### src/rtl/mpu_guard_pkg.sv
// Shared types of the protection unit: programming slots, access kinds and
// the stored state of one region.
package mpu_guard_pkg;
    localparam int ATTR_W = 6;
    localparam int BASE_LSB = 5;

    typedef enum logic [1:0] {
        SLOT_IDX  = 2'd0,
        SLOT_BASE = 2'd1,
        SLOT_SIZE = 2'd2,
        SLOT_ACC  = 2'd3
    } slot_e;

    typedef enum logic [1:0] {
        KIND_READ  = 2'd0,
        KIND_WRITE = 2'd1,
        KIND_FETCH = 2'd2
    } kind_e;

    typedef struct packed {
        logic [31:BASE_LSB] base;
        logic [4:0]         size;
        logic               en;
        logic [2:0]         perm;
        logic               xn;
        logic [ATTR_W-1:0]  attr;
    } region_t;
endpackage

### src/rtl/mpu_region_bank.sv
// Region register bank. It holds the selector and one register set per
// region. Writes go to the selected region. Readback is combinational.
// Assumes NUM_REGIONS is 8 or 12. Out-of-range selector writes are dropped.
module mpu_region_bank
    import mpu_guard_pkg::*;
#(
    parameter int NUM_REGIONS = 8,
    localparam int IDX_W = $clog2(NUM_REGIONS)
) (
    input  logic                clk,
    input  logic                rst_n,
    input  logic                prog_en,
    input  logic                prog_wr,
    input  logic [1:0]          prog_sel,
    input  logic [31:0]         prog_wdata,
    output logic [31:0]         prog_rdata,
    output logic [IDX_W-1:0]    cur_idx,
    output region_t             regs [NUM_REGIONS]
);
    logic  wr_go;
    slot_e slot;

    assign wr_go = prog_en && prog_wr;
    assign slot  = slot_e'(prog_sel);

    // Selector register: takes only in-range region numbers.
    always_ff @(posedge clk) begin
        if (!rst_n)
            cur_idx <= '0;
        else if (wr_go && slot == SLOT_IDX && prog_wdata < NUM_REGIONS)
            cur_idx <= prog_wdata[IDX_W-1:0];
    end

    for (genvar g = 0; g < NUM_REGIONS; g++) begin : g_region
        // Per-region registers: updated when this region is selected.
        always_ff @(posedge clk) begin
            if (!rst_n)
                regs[g] <= '0;
            else if (wr_go && cur_idx == IDX_W'(g)) begin
                case (slot)
                    SLOT_BASE: regs[g].base <= prog_wdata[31:BASE_LSB];
                    SLOT_SIZE: begin
                        regs[g].size <= prog_wdata[5:1];
                        regs[g].en   <= prog_wdata[0];
                    end
                    SLOT_ACC: begin
                        regs[g].perm <= prog_wdata[2:0];
                        regs[g].xn   <= prog_wdata[3];
                        regs[g].attr <= prog_wdata[4 +: ATTR_W];
                    end
                    default: ;
                endcase
            end
        end
    end

    // Readback multiplexer for the slot named by prog_sel.
    always_comb begin
        region_t r;
        r = regs[cur_idx];
        case (slot)
            SLOT_IDX:  prog_rdata = 32'(cur_idx);
            SLOT_BASE: prog_rdata = {r.base, {BASE_LSB{1'b0}}};
            SLOT_SIZE: prog_rdata = {26'd0, r.size, r.en};
            default:   prog_rdata = {{(28 - ATTR_W){1'b0}}, r.attr, r.xn, r.perm};
        endcase
    end
endmodule

### src/rtl/mpu_region_match.sv
// Address comparator for one region. Size N covers 2^(N+1) bytes, and any
// N below 4 is raised to 4, giving 32 bytes. Assumes the base is size-aligned,
// because its low bits are masked off.
module mpu_region_match
    import mpu_guard_pkg::*;
(
    input  region_t     region,
    input  logic [31:0] addr,
    output logic        hit
);
    logic [4:0]  eff_size;
    logic [31:0] low_mask;

    // Masked comparison of the address against the region base.
    always_comb begin
        eff_size = (region.size < 5'd4) ? 5'd4 : region.size;
        low_mask = 32'hFFFF_FFFF >> (5'd31 - eff_size);
        hit = region.en &&
              (((addr ^ {region.base, {BASE_LSB{1'b0}}}) & ~low_mask) == 32'd0);
    end
endmodule

### src/rtl/mpu_priority_pick.sv
// Picks the highest-numbered hitting region. Assumes at most NUM_REGIONS hits.
module mpu_priority_pick
    import mpu_guard_pkg::*;
#(
    parameter int NUM_REGIONS = 8
) (
    input  logic [NUM_REGIONS-1:0] hits,
    input  region_t                regs [NUM_REGIONS],
    output logic                   found,
    output region_t                winner
);
    // Upward scan: a later hit overrides an earlier one.
    always_comb begin
        found  = 1'b0;
        winner = '0;
        for (int i = 0; i < NUM_REGIONS; i++) begin
            if (hits[i]) begin
                found  = 1'b1;
                winner = regs[i];
            end
        end
    end
endmodule

### src/rtl/mpu_perm_eval.sv
// Permission decoder. A fetch counts as a read, and execute-never blocks
// every fetch. Codes 4 and 7 allow nothing.
module mpu_perm_eval
    import mpu_guard_pkg::*;
(
    input  logic [2:0] perm,
    input  logic       xn,
    input  logic [1:0] kind,
    input  logic       user,
    output logic       deny
);
    logic is_wr;
    logic is_fetch;

    assign is_wr    = (kind_e'(kind) == KIND_WRITE);
    assign is_fetch = (kind_e'(kind) == KIND_FETCH);

    // Permission-code decode into a deny decision.
    always_comb begin
        case (perm)
            3'd1:    deny = user;
            3'd2:    deny = user && is_wr;
            3'd3:    deny = 1'b0;
            3'd5:    deny = user || is_wr;
            3'd6:    deny = is_wr;
            default: deny = 1'b1;
        endcase
        if (is_fetch && xn)
            deny = 1'b1;
    end
endmodule

### src/rtl/mpu_guard.sv
// Protection unit top. It has an indirectly programmed region bank and a
// combinational lookup with highest-region priority, background fault and
// attribute forcing for tightly coupled memory.
// Assumes NUM_REGIONS is 8 or 12.
module mpu_guard
    import mpu_guard_pkg::*;
#(
    parameter int NUM_REGIONS = 8,
    parameter logic [ATTR_W-1:0] DEFAULT_ATTR = 6'h09
) (
    input  logic              clk,
    input  logic              rst_n,
    input  logic              prog_en,
    input  logic              prog_wr,
    input  logic [1:0]        prog_sel,
    input  logic [31:0]       prog_wdata,
    output logic [31:0]       prog_rdata,
    input  logic              mpu_on,
    input  logic [31:0]       chk_addr,
    input  logic [1:0]        chk_kind,
    input  logic              chk_user,
    input  logic              chk_tcm,
    output logic              perm_fault,
    output logic              bg_fault,
    output logic [ATTR_W-1:0] attr_out
);
    localparam int IDX_W = $clog2(NUM_REGIONS);

    logic [IDX_W-1:0]       cur_idx;
    region_t                regs [NUM_REGIONS];
    logic [NUM_REGIONS-1:0] hits;
    logic                   found;
    region_t                winner;
    logic                   deny;

    mpu_region_bank #(.NUM_REGIONS(NUM_REGIONS)) u_bank (
        .clk(clk), .rst_n(rst_n), .prog_en(prog_en), .prog_wr(prog_wr),
        .prog_sel(prog_sel), .prog_wdata(prog_wdata), .prog_rdata(prog_rdata),
        .cur_idx(cur_idx), .regs(regs)
    );

    for (genvar g = 0; g < NUM_REGIONS; g++) begin : g_match
        mpu_region_match u_match (
            .region(regs[g]), .addr(chk_addr), .hit(hits[g])
        );
    end

    mpu_priority_pick #(.NUM_REGIONS(NUM_REGIONS)) u_pick (
        .hits(hits), .regs(regs), .found(found), .winner(winner)
    );

    mpu_perm_eval u_perm (
        .perm(winner.perm), .xn(winner.xn), .kind(chk_kind),
        .user(chk_user), .deny(deny)
    );

    // Result gating by unit enable, coverage and memory type.
    always_comb begin
        perm_fault = mpu_on && found && deny;
        bg_fault   = mpu_on && !found;
        if (!mpu_on)
            attr_out = DEFAULT_ATTR;
        else if (!found || chk_tcm)
            attr_out = '0;
        else
            attr_out = winner.attr;
    end
endmodule

### config.mk
export PLATFORM = sky130hd
export DESIGN_NAME = mpu_guard
export DESIGN_NICKNAME = d
export VERILOG_FILES = /design/src/rtl/mpu_guard_pkg.sv /design/src/rtl/mpu_region_bank.sv /design/src/rtl/mpu_region_match.sv /design/src/rtl/mpu_priority_pick.sv /design/src/rtl/mpu_perm_eval.sv /design/src/rtl/mpu_guard.sv
export SDC_FILE = /design/constraint.sdc
export NUM_CORES = 1
export LEC_CHECK = 0
export BUFFER_PORTS_ARGS = -buffer_cell sky130_fd_sc_hd__buf_4
export CAP_MARGIN = 10
export CORE_UTILIZATION = 35
export DETAILED_ROUTE_END_ITERATION = 7
export GPL_TIMING_DRIVEN = 1
export REMOVE_ABC_BUFFERS = 1
export SYNTH_ARGS = -nofsm -noshare
export SYNTH_HDL_FRONTEND = slang
export SYNTH_SLANG_ARGS = --single-unit
export TNS_END_PERCENT = 50
### constraint.sdc
create_clock -name clk -period 6.8 [get_ports clk]
set_clock_uncertainty 0.1 [all_clocks]
set_input_delay 1.36 -clock clk [delete_from_list [all_inputs] [get_ports clk]]
set_output_delay 1.36 -clock clk [all_outputs]
set_load 0.01 [all_outputs]
Word-level counts from Yosys, hierarchy flattened
Cells that the tools add are included.

Flip-flop bits (word level): 347. Bits of input ports: 75. Output and inout port bits: 40. Word-level logic and storage cells: 210.

Add/sub/neg operators: 8. Magnitude comparators: 10. Eq/ne operators: 17. Shifts and indexed selects: 8. Muxes and demuxes: 32. Bitwise operators: 25. Reduce and logical (&&, ||, !) cells: 61.

Operators with widths (number): 32-bit AND (8); 32-bit zero test (8); 32-bit NOT (8); 32-bit by 5-bit >> shifter with 32-bit output, first input constant (8); 32-bit XOR (8); 43-bit binary-select mux with 3-bit select (1); 32-bit case mux with 3 select lines (1); 43-bit two-way mux (2); 10-bit two-way mux (8); 2-bit AND reduction (24); 5-bit by 3-bit less-than comparator with 1-bit output, second input constant (8); 5-bit two-way mux (8); 5-bit subtractor, first input constant (8); 32-bit by 4-bit less-than comparator with 1-bit output, second input constant (1); 1-bit logical AND (24); 3-bit equality test, second input constant (6); 3-bit by 2-bit equality test with 1-bit output, second input constant (4); 6-bit two-way mux (2); 1-bit two-way mux (9); 2-bit equality test, second input constant (3); 3-bit by 1-bit equality test with 1-bit output, second input constant (2); 1-bit case mux with 5 select lines (1); 2-bit by 1-bit equality test with 1-bit output, second input constant (2); 4-bit greater-or-equal comparator, second input constant (1); 5 further kinds (6).

Longest topological paths before layout
Word-level depth: 20. Depth in mapped cells: 14.

By module
Synthesis repeated with hierarchy kept, for this count alone.

Cells, all modules: 2698. Area, all modules: 23777.8 µm².

By module, submodules not included: mpu_region_bank (times used 1, cells an instance 1662, area an instance 16343.2 µm², seq. area each 6946.7 µm²); mpu_region_match (times used 8, cells an instance 81, area an instance 575.6 µm², seq. area each 0.0 µm²); mpu_priority_pick (times used 1, cells an instance 372, area an instance 2707.6 µm², seq. area each 0.0 µm²); mpu_guard (times used 1, cells an instance 9, area an instance 75.1 µm², seq. area each 0.0 µm²); mpu_perm_eval (times used 1, cells an instance 7, area an instance 47.5 µm², seq. area each 0.0 µm²).

Worst setup path after synthesis
OpenSTA, ideal clock, no wires.

Path type: in2out. Start: input port chk_addr[22]. End: output port attr_out[1]. Data arrival time: 4269 ps. Setup slack: 1071 ps. Stages on the path: 11. Cells stage by stage: clkbuf_1 > xor2_1 > o21ai_0 > or4b_1 > or3_1 > nor4_2 > or2_2 > nor4b_1 > or3_1 > or3b_4 > o32ai_1.

Longest elaborated chain between the ends: 16. Elaborated cells on any way between the ends: 52. Those cells by class: mux (18); bitwise (16); reduce/logical (18).

RTL lines: start: declaration (RTL line mpu_guard.sv:19) `input logic [31:0] chk_addr,`; 32-bit XOR (RTL line mpu_region_match.sv:19) `(((addr ^ {region.base, {BASE_LSB{1'b0}}}) & ~low_mask) == 32'd0);`; 32-bit AND (RTL line mpu_region_match.sv:19); 32-bit zero test (RTL line mpu_region_match.sv:19); 1-bit logical AND (RTL line mpu_region_match.sv:18) `hit = region.en &&`; 1-bit two-way mux (8 in a row) (RTL line mpu_priority_pick.sv:17) `if (hits[i]) begin`; 1-bit zero test (RTL line mpu_guard.sv:63) `else if (!found || chk_tcm)`; 1-bit logical OR (RTL line mpu_guard.sv:63); 6-bit two-way mux * (RTL line mpu_guard.sv:63); 6-bit two-way mux * (RTL line mpu_guard.sv:61) `if (!mpu_on)`; end: declaration (RTL line mpu_guard.sv:25) `output logic [ATTR_W-1:0] attr_out`.

Every way passes the cells marked *; elsewhere a longest branch is shown, timed or not.

Final worst setup path
Start: input port chk_addr[26]. End: output port attr_out[1].

The elaborated chain is that of the path after synthesis.

==> run metrics <==
die area 61710 um2; Final TNS setup 0 ns; fraction of registers with async set or reset after synthesis 0%; clk sink count between 300 and 400; Final Hold Fails 0; Synth top area share between 30% and 40%; kind of critical path input port to output port; Site Rows 89; Post-Synthesis Mean Instance Area 8.611 um2; cts bufs inserted 41; DRC 0; Worst Path Max Fanout 8; Die X 248.4 um; commonest non-fill, non-tap cell in the layout nand2_1; CTS tree done; Crit path top cell by count buf_4; Critical path origin chk_addr[26]; Synth area leader dfxtp_1; Root Buffer clkbuf_16; Max-slew headroom 23.70%; FILL cells 5872; postcts setup bufs 0; RSZ-0062 raised after global routing false; post-layout util 40.12%; Setup crit start kind input port; clock tree buffer depth 3; required time of the critical path 5.34 ns; synth warn 0; RR Endpoint u_bank.regs[233]; largest stage delay on the critical path between 0.6 and 0.7 ns; initial antenna violation count 2; endpoints failing setup 0; dominant synthesized flop cell dfxtp_1; fin crit share between 90% and 100%; Syn Inst Count between 2000 and 2500; register area share after synthesis 32.69%; MaxCap Viol Count 0; fmax roughly 0.15 GHz; Worst-path clk slew 0.06 ns; Post-Synthesis Cell Area 21250 um2; number of port buffers 109; total number of vias 18970; TritonRoute pass-1 iters 5; CP endpoint attr_out[1]; leakage 7.559 nW; Ports 115; EDFF count, synth 0; first-pass GRT wire length between 100000 and 150000 um; Hold/Removal Path Class register to register; Core Region between 50000 and 60000 um2; GR Util All Layers between 20% and 30%; Starting DRT DRC Count about 2100; cells along the critical path buf_4 -> xor2_1 -> a222oi_1 -> o21ai_0 -> a311oi_1 -> o2111a_1 -> nor2_1 -> nor4b_1 -> or3_1 -> or3b_4 -> o32ai_1 -> buf_4; Reg2Reg Depth 6; Critical-path top delay cell a222oi_1; Setup crit end kind output port; Starting Density 35.74%; status finished clean; PwrDens 193.6 nW/um2; dominant cells by area after synthesis dfxtp_1, mux4_2, nand2_1, mux2i_1, a21boi_0; Placement Setup Slack 0.3735 ns; commonest non-fill, non-tap cells in the layout nand2_1, dfxtp_1, a21boi_0; flops & latches, synth 347; CTS resizes 0; post-layout minimum cycle time 6.627 ns; final net count 2507; largest net degree at the start of global routing 218; drt wl/cell about 27 um; H-tree Lvls 2; Synth-to-Final Area Change 12.25%; vias in the first global route 18290; Final WS setup 0.1731 ns; maximum vdd drop approximately 0.15 mV; # hold bufs at CTS 0; Worst EP arrival around 5.2 ns; layout cells sized above 1 14.02%; HPWL Detailed 60430 um; Clock Latency Late Sink 0.57 ns; GPL Wtd Cong 1.018; Netlist cell types 68; RR Startpoint u_bank.cur_idx[1]; total grt overflow 0; r2r setup slk 3.03 ns; max-slew violation count 0; Via density 5.859; Routed WL 86180 um; Worst Tran Pin Value 1.143 ns; Antenna Violating Nets Remaining 0; die height 248.4 um
==> final cells by class <==
type                       instances  area [um2]  area share, %
clock buffer                      61        1194          5.004
timing repair buffer             161        1225          5.135
clock inverter                    11       113.9         0.4773
tap                              773       967.2          4.054
multi-input combinational       1863       13330          55.86
sequential                       347        6955          29.16
antenna                            3       7.507        0.03147
inverter                          18       67.56         0.2832
==> cells in the mapped netlist, types with 9 or more instances <==
cell type,n
mux2i_1,168
and2_1,14
a21oi_1,67
nor4_1,17
a211oi_1,14
xor2_1,95
o22ai_1,9
or3_1,9
inv_1,18
nand3_1,17
a21boi_0,217
nand2_1,493
buf_2,21
nor2b_1,139
mux4_2,93
a21o_1,10
maj3_1,10
nand4_1,14
xnor2_1,121
nor3_1,18
a31oi_1,14
o211ai_1,20
buf_1,24
clkbuf_1,192
or2_2,15
a22oi_1,9
o21ai_0,85
nor2_1,83
dfxtp_1,347
==> worst min-delay path by stage <==
stage,startpoint,endpoint,slack [ns],cells after the start
2_1_floorplan,u_bank.regs[234],u_bank.regs[234],0.37,2
3_3_place_gp,u_bank.regs[163],u_bank.regs[163],0.38,2
3_5_place_dp,u_bank.regs[80],u_bank.regs[80],0.39,2
4_1_cts,u_bank.regs[80],u_bank.regs[80],0.39,2
5_1_grt,u_bank.regs[245],u_bank.regs[245],0.41,2
6_report,u_bank.regs[80],u_bank.regs[80],0.39,2
==> per-layer routing <==
layer  wire, um  GRT usage [%]
met1      36210          36.83
met2      38390          43.34
met3       7414          4.574
met4       4157          12.16
met5         13              0
==> stage by stage <==
step / cell area, um2 / hold slack [ns] / std cells / power (W)
after floorplan: 20310 / 0.3651 / 2228 / 0.002231
after global placement: 22540 / 0.3767 / 3162 / 0.002447
after detailed placement: 22540 / 0.3859 / 3162 / 0.002449
after CTS: 23850 / 0.3936 / 3234 / 0.004630
after global routing: 23850 / 0.4104 / 3234 / 0.004744
final: 23860 / 0.3946 / 3237 / 0.004619
==> registers in the layout, summed over array words and instances (netlist names) <==
name / flops
u_bank.cur_idx: 3
u_bank.regs: 344
==> critical path: cells and delay by family <==
family                 cells  cell delay [ns]
AO/OA/AOI/OAI              5             2.09
AND/OR/NAND/NOR            4             1.20
XOR/XNOR                   1             0.17
buffers and inverters      2             0.34
==> power breakdown <==
group	switching, W	total [W]	internal, W
logic	0.000234	0.000368	0.000134
clock network	0.000917	0.00221	0.00129
registers	0.00000830	0.00205	0.00204
==> cell families after synthesis <==
family,share of synthesized area (%)
simple gates,18.29
compound gates,17.10
flops,32.69
mux,17.82
buf+inv,4.739
xor+xnor,8.901
fa+ha+maj,0.4710
No activity file was read; power rests on OpenSTA's default activity.
